**src/rtl/useq_pkg.sv**
```systemverilog
package useq_pkg;

    localparam int OPC_W  = 5;
    localparam int ALU_W  = 3;
    localparam int NMUX   = 5;

    // datapath mux select bit positions
    localparam int MX_PC_TGT  = 0;
    localparam int MX_WB_MEM  = 1;
    localparam int MX_WB_IMM  = 2;
    localparam int MX_RDA_DST = 3;
    localparam int MX_ADDR_IR = 4;

    // microaddress layout
    localparam int UA_FETCH  = 0;
    localparam int UA_DECODE = 1;
    localparam int UA_ALU    = 2;
    localparam int N_ALU_OPS = 6;
    localparam int UA_LDI    = UA_ALU + N_ALU_OPS;
    localparam int UA_LD     = UA_LDI + 1;
    localparam int UA_ST     = UA_LD + 2;
    localparam int UA_J      = UA_ST + 2;
    localparam int UA_JNE    = UA_J + 1;
    localparam int UA_JE     = UA_JNE + 1;
    localparam int UA_USED   = UA_JE + 1;

    typedef enum logic [1:0] {
        CL_ALU = 2'b00,
        CL_MEM = 2'b01,
        CL_CTL = 2'b10
    } op_class_e;

    typedef enum logic [1:0] {
        NX_INC  = 2'b00,
        NX_DISP = 2'b01,
        NX_ZERO = 2'b10
    } nxt_e;

    typedef struct packed {
        logic [ALU_W-1:0] alu_op;
        logic             pc_load;
        logic             ir_load;
        logic             ram_rd;
        logic             ram_wr;
        logic             reg_wr;
        logic             br_eq;
        logic             br_ne;
        nxt_e             nxt;
        logic [NMUX-1:0]  mux;
    } uword_t;

    localparam logic [ALU_W-1:0] ALU_SUB = 3'b001;

    // opcode -> first microaddress of its routine, 0 when unmapped
    function automatic int dispatch_of(input int code);
        logic [OPC_W-1:0] o;
        int               r;
        o = OPC_W'(code);
        r = UA_FETCH;
        case (o[4:3])
            CL_ALU: begin
                if (int'(o[2:0]) < N_ALU_OPS) r = UA_ALU + int'(o[2:0]);
                else if (o[2:0] == 3'b111)    r = UA_LDI;
            end
            CL_MEM: begin
                if (o[2:0] == 3'b000)      r = UA_LD;
                else if (o[2:0] == 3'b001) r = UA_ST;
            end
            CL_CTL: begin
                case (o[2:0])
                    3'b000:  r = UA_J;
                    3'b001:  r = UA_JNE;
                    3'b010:  r = UA_JE;
                    default: r = UA_FETCH;
                endcase
            end
            default: r = UA_FETCH;
        endcase
        return r;
    endfunction

    function automatic logic [NMUX-1:0] mx(input int bit_idx);
        logic [NMUX-1:0] m;
        m = '0;
        m[bit_idx] = 1'b1;
        return m;
    endfunction

    // microinstruction store contents, computed per address
    function automatic uword_t ucode(input int a);
        uword_t w;
        w     = '0;
        w.nxt = NX_ZERO;
        if (a >= UA_ALU && a < UA_ALU + N_ALU_OPS) begin
            w.alu_op = ALU_W'(a - UA_ALU);
            w.reg_wr = 1'b1;
        end else begin
            case (a)
                UA_FETCH: begin
                    w.ir_load = 1'b1;
                    w.pc_load = 1'b1;
                    w.nxt     = NX_INC;
                end
                UA_DECODE: w.nxt = NX_DISP;
                UA_LDI: begin
                    w.reg_wr = 1'b1;
                    w.mux    = mx(MX_WB_IMM);
                end
                UA_LD: begin
                    w.ram_rd = 1'b1;
                    w.mux    = mx(MX_ADDR_IR);
                    w.nxt    = NX_INC;
                end
                UA_LD + 1: begin
                    w.ram_rd = 1'b1;
                    w.reg_wr = 1'b1;
                    w.mux    = mx(MX_ADDR_IR) | mx(MX_WB_MEM);
                end
                UA_ST: begin
                    w.mux = mx(MX_ADDR_IR) | mx(MX_RDA_DST);
                    w.nxt = NX_INC;
                end
                UA_ST + 1: begin
                    w.ram_wr = 1'b1;
                    w.mux    = mx(MX_ADDR_IR) | mx(MX_RDA_DST);
                end
                UA_J: begin
                    w.pc_load = 1'b1;
                    w.mux     = mx(MX_PC_TGT);
                end
                UA_JNE: begin
                    w.alu_op = ALU_SUB;
                    w.br_ne  = 1'b1;
                    w.mux    = mx(MX_PC_TGT);
                end
                UA_JE: begin
                    w.alu_op = ALU_SUB;
                    w.br_eq  = 1'b1;
                    w.mux    = mx(MX_PC_TGT);
                end
                default: w.nxt = NX_ZERO;
            endcase
        end
        return w;
    endfunction

endpackage

```
**src/rtl/useq_car.sv**
```systemverilog
module useq_car
    import useq_pkg::*;
#(
    parameter int CAR_W = 5
) (
    input  logic             clk,
    input  logic             rst,
    input  nxt_e             sel,
    input  logic [CAR_W-1:0] disp_addr,
    output logic [CAR_W-1:0] car
);
    logic [CAR_W-1:0] car_next;

    always_comb begin
        case (sel)
            NX_INC:  car_next = car + CAR_W'(1);
            NX_DISP: car_next = disp_addr;
            default: car_next = '0;
        endcase
    end

    always_ff @(posedge clk) begin
        if (rst) car <= '0;
        else     car <= car_next;
    end
endmodule

```
**src/rtl/useq_dispatch.sv**
```systemverilog
module useq_dispatch
    import useq_pkg::*;
#(
    parameter int OPC_BITS = 5,
    parameter int CAR_W    = 5
) (
    input  logic [OPC_BITS-1:0] opcode,
    output logic [CAR_W-1:0]    disp_addr
);
    localparam int N_OPC = 1 << OPC_BITS;

    logic [CAR_W-1:0] table_q [N_OPC];

    for (genvar i = 0; i < N_OPC; i++) begin : g_tbl
        assign table_q[i] = CAR_W'(dispatch_of(i));
    end

    assign disp_addr = table_q[opcode];
endmodule

```
**src/rtl/useq_urom.sv**
```systemverilog
module useq_urom
    import useq_pkg::*;
#(
    parameter int CAR_W = 5
) (
    input  logic [CAR_W-1:0] addr,
    output uword_t           word
);
    localparam int DEPTH = 1 << CAR_W;

    uword_t rom [DEPTH];

    for (genvar i = 0; i < DEPTH; i++) begin : g_rom
        assign rom[i] = ucode(i);
    end

    assign word = rom[addr];
endmodule

```
**src/rtl/useq_pcgate.sv**
```systemverilog
module useq_pcgate (
    input  logic pc_load,
    input  logic br_eq,
    input  logic br_ne,
    input  logic zero,
    output logic pc_write
);
    assign pc_write = pc_load | (br_eq & zero) | (br_ne & ~zero);
endmodule

```
**src/rtl/useq_ctrl.sv**
```systemverilog
module useq_ctrl
    import useq_pkg::*;
#(
    parameter int CAR_W = 5
) (
    input  logic                   clk,
    input  logic                   rst,
    input  logic [OPC_W-1:0]       opcode,
    input  logic                   alu_zero,
    output logic [CAR_W-1:0]       car,
    output logic [ALU_W-1:0]       alu_op,
    output logic                   pc_write,
    output logic                   ir_load,
    output logic                   ram_read,
    output logic                   ram_write,
    output logic                   reg_write,
    output logic [NMUX-1:0]        mux_sel
);
    uword_t           uw;
    logic [CAR_W-1:0] disp_addr;

    useq_car #(.CAR_W(CAR_W)) u_car (
        .clk       (clk),
        .rst       (rst),
        .sel       (uw.nxt),
        .disp_addr (disp_addr),
        .car       (car)
    );

    useq_dispatch #(.OPC_BITS(OPC_W), .CAR_W(CAR_W)) u_disp (
        .opcode    (opcode),
        .disp_addr (disp_addr)
    );

    useq_urom #(.CAR_W(CAR_W)) u_rom (
        .addr (car),
        .word (uw)
    );

    useq_pcgate u_pcg (
        .pc_load  (uw.pc_load),
        .br_eq    (uw.br_eq),
        .br_ne    (uw.br_ne),
        .zero     (alu_zero),
        .pc_write (pc_write)
    );

    assign alu_op    = uw.alu_op;
    assign ir_load   = uw.ir_load;
    assign ram_read  = uw.ram_rd;
    assign ram_write = uw.ram_wr;
    assign reg_write = uw.reg_wr;
    assign mux_sel   = uw.mux;
endmodule

```
**config.mk**
```make
export PLATFORM = sky130hd
export DESIGN_NAME = useq_ctrl
export DESIGN_NICKNAME = d
export VERILOG_FILES = /design/src/rtl/useq_pkg.sv /design/src/rtl/useq_car.sv /design/src/rtl/useq_dispatch.sv /design/src/rtl/useq_urom.sv /design/src/rtl/useq_pcgate.sv /design/src/rtl/useq_ctrl.sv
export SDC_FILE = /design/constraint.sdc
export NUM_CORES = 1
export LEC_CHECK = 0
export BUFFER_PORTS_ARGS = -buffer_cell sky130_fd_sc_hd__buf_2
export CAP_MARGIN = 0
export CORE_MARGIN = 10
export CORE_UTILIZATION = 51
export CTS_CLUSTER_SIZE = 8
export DETAILED_ROUTE_END_ITERATION = 6
export GPL_ROUTABILITY_DRIVEN = 1
export PLACE_DENSITY = 0.93
export SYNTH_ARGS = -nofsm -noshare
export SYNTH_HDL_FRONTEND = slang
export SYNTH_SLANG_ARGS = --single-unit
```
**constraint.sdc**
```tcl
create_clock -name clk -period 4.3 [get_ports clk]
set_input_delay 0.215 -clock clk [delete_from_list [all_inputs] [get_ports clk]]
set_output_delay 0.215 -clock clk [all_outputs]
set_load 0.05 [all_outputs]
```
=== Word-level counts from Yosys, hierarchy flattened ===
Memories as Yosys holds them, arrays and structs flattened.
Cells that the tools add are included.

* Flip-flop bits (word level): 5
* ROM bits: 704
* Input bits: 8
* Output and inout port bits: 18
* Logic and storage cells: 20
* Memories kept: 2

{| class="wikitable"
|+ Memories
! name !! depth !! bits a word !! rd ports !! clocked after Yosys merged registers in !! write ports !! line !! source
|-
| (no name shown) || 32 || 17 || 1 || 0 || 0 || useq_urom.sv:17 || <nowiki>assign word = rom[addr];</nowiki>
|-
| (no name shown) || 32 || 5 || 1 || 0 || 0 || useq_dispatch.sv:18 || <nowiki>assign disp_addr = table_q[opcode];</nowiki>
|}

* Add/sub/neg operators: 1
* Order comparisons: 2
* Equal/unequal tests: 1
* Muxes and demuxes: 5
* Bitwise gates (word level): 7
* Reductions and logical operators: 1

{| class="wikitable"
|+ Operators by type and width
! kind !! count
|-
| $mux W17 || 2
|-
| $ge A6 B6 Y1 const B || 2
|-
| $not A5 Y6 || 2
|-
| $mux W5 || 2
|-
| $pmux W5 S2 || 1
|-
| $add A5 B1 Y5 const B || 1
|-
| $and A1 B1 Y1 || 2
|-
| $eq A2 B1 Y1 const B || 1
|-
| $logic_not A2 Y1 || 1
|-
| $or A1 B1 Y1 || 2
|-
| $not A1 Y1 || 1
|}

=== Longest topological paths before layout ===
* Depth after elaboration: 7
* Mapped depth: 6
* Mapped depth without buffers: 6

=== By module ===
Synthesis repeated with hierarchy kept, for this count alone.

* Cells, all modules: 98
* Area total of the unflattened synthesis: 770.7 um^2

{| class="wikitable"
|+ By module, submodules not included
! module !! times used !! cells each !! area an instance (um^2) !! sequential area each (um^2)
|-
| useq_urom || 1 || 44 || 305.3 || 0.0
|-
| useq_dispatch || 1 || 27 || 230.2 || 0.0
|-
| useq_car || 1 || 25 || 220.2 || 100.1
|-
| useq_pcgate || 1 || 2 || 15.0 || 0.0
|}

=== Least setup slack after synthesis ===
OpenSTA, ideal clock, no wires.

* Path kind: reg-to-output
* Start: register u_car.car[1]
* End: output pc_write
* Data arrival time: 2.464 ns
* Required time: 4.085 ns
* Path slack: 1.621 ns
* Cell stages (with the launch flop): 5
* Buffers on the path: 0
* Cell sequence: dfxtp_1 ha_1 ha_1 a21oi_1 a221oi_1

* Longest elaborated chain between the ends: 7
* Elaborated cells on any way between the ends: 8
* Those cells by class: mux: 2; bitwise: 5; memory: 1

{| class="wikitable"
|+ RTL lines
! element !! line !! source
|-
| from (decl) || useq_car.sv:10 || <nowiki>output logic [CAR_W-1:0] car</nowiki>
|-
| from (signal assigned) || useq_car.sv:24 || <nowiki>else car <= car_next;</nowiki>
|-
| $not A5 Y6 (not written as such) (*) || useq_urom.sv:17 ||
|-
| $mem_v2 Z32 W17 (*) || -- ||
|-
| $mux W17 (not written as such) (*) (2 in a row) || useq_urom.sv:17 ||
|-
| $and A1 B1 Y1 || useq_pcgate.sv:8 || <nowiki>assign pc_write = pc_load | (br_eq & zero) | (br_ne & ~zero);</nowiki>
|-
| $or A1 B1 Y1 || useq_pcgate.sv:8 ||
|-
| $or A1 B1 Y1 (*) || useq_pcgate.sv:8 ||
|-
| to (decl) || useq_ctrl.sv:12 || <nowiki>output logic pc_write,</nowiki>
|}

Mark *: on every way between the ends. The rest lies on a longest branch, timed or not. The select of a mux whose other input is x is not followed.

=== Final worst setup path ===
Same ends and word-level chain as after synthesis.

==> impl_metrics.tcl <==
set metrics [dict create \
    use_met3_pct 2.278 \
    max_freq_mhz 508.9 \
    cts_hold_repair.buffers 0 \
    grt-ovfl-total 0 \
    power.switching_uw 63.69 \
    status "completed" \
    die_x_um 56.20 \
    max-vdd-ir-drop_mv 0.1204 \
    sw_frac_of_total_pct 38.63 \
    crit_end "pc_write" \
    reg_top3 "u_car.car: 5 flops" \
    synth_top_area_share_pct 20.60 \
    met2_usage_pct 17.80 \
    post-cts-setup-buffer-count 0 \
    ctsResizeCount 0 \
    clk_latency_ns 0.25 \
    via_per_inst 5.589 \
    layout_common_cells "buf_2, nor2_1, ha_1" \
    clockPowerShare_pct 34.6 \
    cp-start-kind "flip-flop" \
    crit_path_end_kind "primary output" \
    crit_type "flip-flop to primary output" \
    hp-class "input pin to flip-flop" \
    cap_violations 0 \
    fin_crit_sh_pct 45.70 \
    clock_sinks 5 \
    synth_top_area_cell "ha_1" \
    instances_no_fill 129 \
    whs_ns 0.2428 \
    finalNetCount 135 \
    h-tree-depth 1 \
    die-area_mm2 0.003158 \
    vias 721 \
    drc 0 \
    p_seq_share_pct 32.1 \
    multi_input_area_um2 500.5 \
    hold_viol 0 \
    synth_area_um2 668.1 \
    antenna_left 0 \
    r2r_cells 6 \
    antenna_found_initial 0 \
    setup_ws_ns 2.335 \
    top_level_ports 26 \
    reg2reg_slack_ns 2.69 \
    skew_ns 0.003662 \
    pwr-share-comb_pct 33.3 \
    wire_per_inst_um 13.31 \
    synth_nets 109 \
    period_minus_slack_ns 1.965 \
    tns_ns 0 \
    synthTopCellsByArea "ha_1, dfxtp_1, nor2_1" \
    ys.warnings.count 0 \
    busiest_layer "met2" \
    final_core_util_pct 67.95 \
    firstDrtPassIters 4 \
    r2r_start "u_car.car[1]" \
    io_buffers 25 \
    path_clk_slew_ns 0.05 \
    synthCells 90 \
    critical_path_arrival_ns 1.75 \
    seq_area_um2 100.1 \
    place_inst 125 \
    post-place-ws_ns 2.593 \
    cts_tree "built" \
    avgSynthCellArea_um2 7.424 \
    grt_util_all_layers_pct 10.30 \
    fillers 115 \
    grt_max_degree 17 \
    internal-power_uw 101.2 \
    drive_above_1_share_pct 27.83 \
    critPathRequiredTime_ns 4.09 \
    slew_violations 0 \
    cp-startpoint "u_car.car[1]" \
    routed_wl_um 1717 \
    grt_pass1_vias 665 \
    max-clock-path-buffers 2 \
    power_leakage_nw 0.3939 \
    numCtsBuffers 3 \
    gp_congestion 0.8045 \
    area_growth_pct 19.10 \
    synth_cell_types 33 \
    rsz0062_at_grt "false" \
    powerDensity_mw_per_mm2 207.2 \
    root_buffer "clkbuf_4" \
    yosysSeqAreaShare_pct 14.98 \
    setup_violations 0 \
    ys_seq_elements 5 \
    use_met1_pct 10.25 \
    crit_path_max_fanout 9 \
    hpwl_um 1421 \
    grt_pass1_wl_um 2746 \
    die_h_um 56.20 \
    row_count 12 \
    antennaDiodeCount 0 \
    start_util_pct 57.05 \
    final_common_cell "buf_2" \
    core_area_mm2 0.001171 \
    largest_reg_flops 5 \
    regMostFlops "u_car.car" \
    drt_iter0_markers 27 \
    regToRegEndpoint "u_car.car[0]" \
]
[cell type report]
cell class                      instances  area share (%)
Multi-Input combinational cell         74           62.89
Timing Repair Buffer                   25           15.72
Sequential cell                         5           12.58
Clock buffer                            4           3.302
Inverter                                7           3.302
Tap cell                               14           2.201
[power by group through the flow]
stage	clock network [mW]	logic, mW	registers [mW]
6_report	0.0570	0.0549	0.0529
5_1_grt	0.0614	0.0603	0.0533
4_1_cts	0.0575	0.0552	0.0527
3_5_place_dp	0	0.0549	0.0536
3_3_place_gp	0	0.0535	0.0534
2_1_floorplan	0	0.0363	0.0581
[critical path, stage by stage, from the launching register on]
cell and delay [ns]:
dfxtp_1 0.47, ha_1 0.26, ha_1 0.16, a21oi_1 0.06
a221oi_1 0.24, buf_2 0.31
[through the flow]
stage	total power [mW]	cell area [µm²]
after floorplan	0.09439	668.1
after global placement	0.1069	769.5
after detailed placement	0.1085	769.5
after CTS	0.1654	795.8
after global routing	0.1750	795.8
final	0.1649	795.8
[cell usage after synthesis]
cell      instances
o21ai_1           1
nand3_1           1
a31oi_1           1
o21ai_0           6
o22a_1            1
nor2b_1           1
nor3_1            4
xnor2_1           1
o31ai_1           4
a221oi_1          1
nand4_1           1
or2_2             1
nor2_1           12
nand2_1           4
a22oi_1           1
and3_1            3
and2_2            1
buf_6             3
nor2_2            1
or4_1             1
or3_1             1
inv_1             7
conb_1            1
nand3b_1          1
buf_4             1
dfxtp_1           5
ha_1             11
nand2b_1          5
a211o_1           1
nor4b_2           1
nor3b_1           1
o32ai_1           1
a21oi_1           5
[cell families after synthesis]
kind of cell / Yosys count / share of synthesized area (%)
flip-flops: 5 / 14.98
buffers and inverters: 11 / 10.11
AND/OR/NAND/NOR: 39 / 31.65
other: 1 / 0.5613
AO/OA/AOI/OAI: 22 / 20.79
adder cells (fa/ha/maj): 11 / 20.60
XOR/XNOR: 1 / 1.311
[routing by layer]
metal,vias up,share of wire [%]
met2,32,49
met5,-,0
met3,7,6.7
met4,0,4.3
li1,367,-
met1,315,40
[how the worst min path moves through the flow]
stage / startpoint / endpoint / slack [ns] / depth (start not counted)
6_report: rst / u_car.car[0] / 0.24 / 2
5_1_grt: rst / u_car.car[0] / 0.26 / 2
4_1_cts: rst / u_car.car[0] / 0.24 / 2
3_5_place_dp: rst / u_car.car[0] / 0.50 / 2
3_3_place_gp: rst / u_car.car[0] / 0.49 / 2
2_1_floorplan: rst / u_car.car[0] / 0.32 / 1
Note: power is estimated with default switching activity, not from simulation.
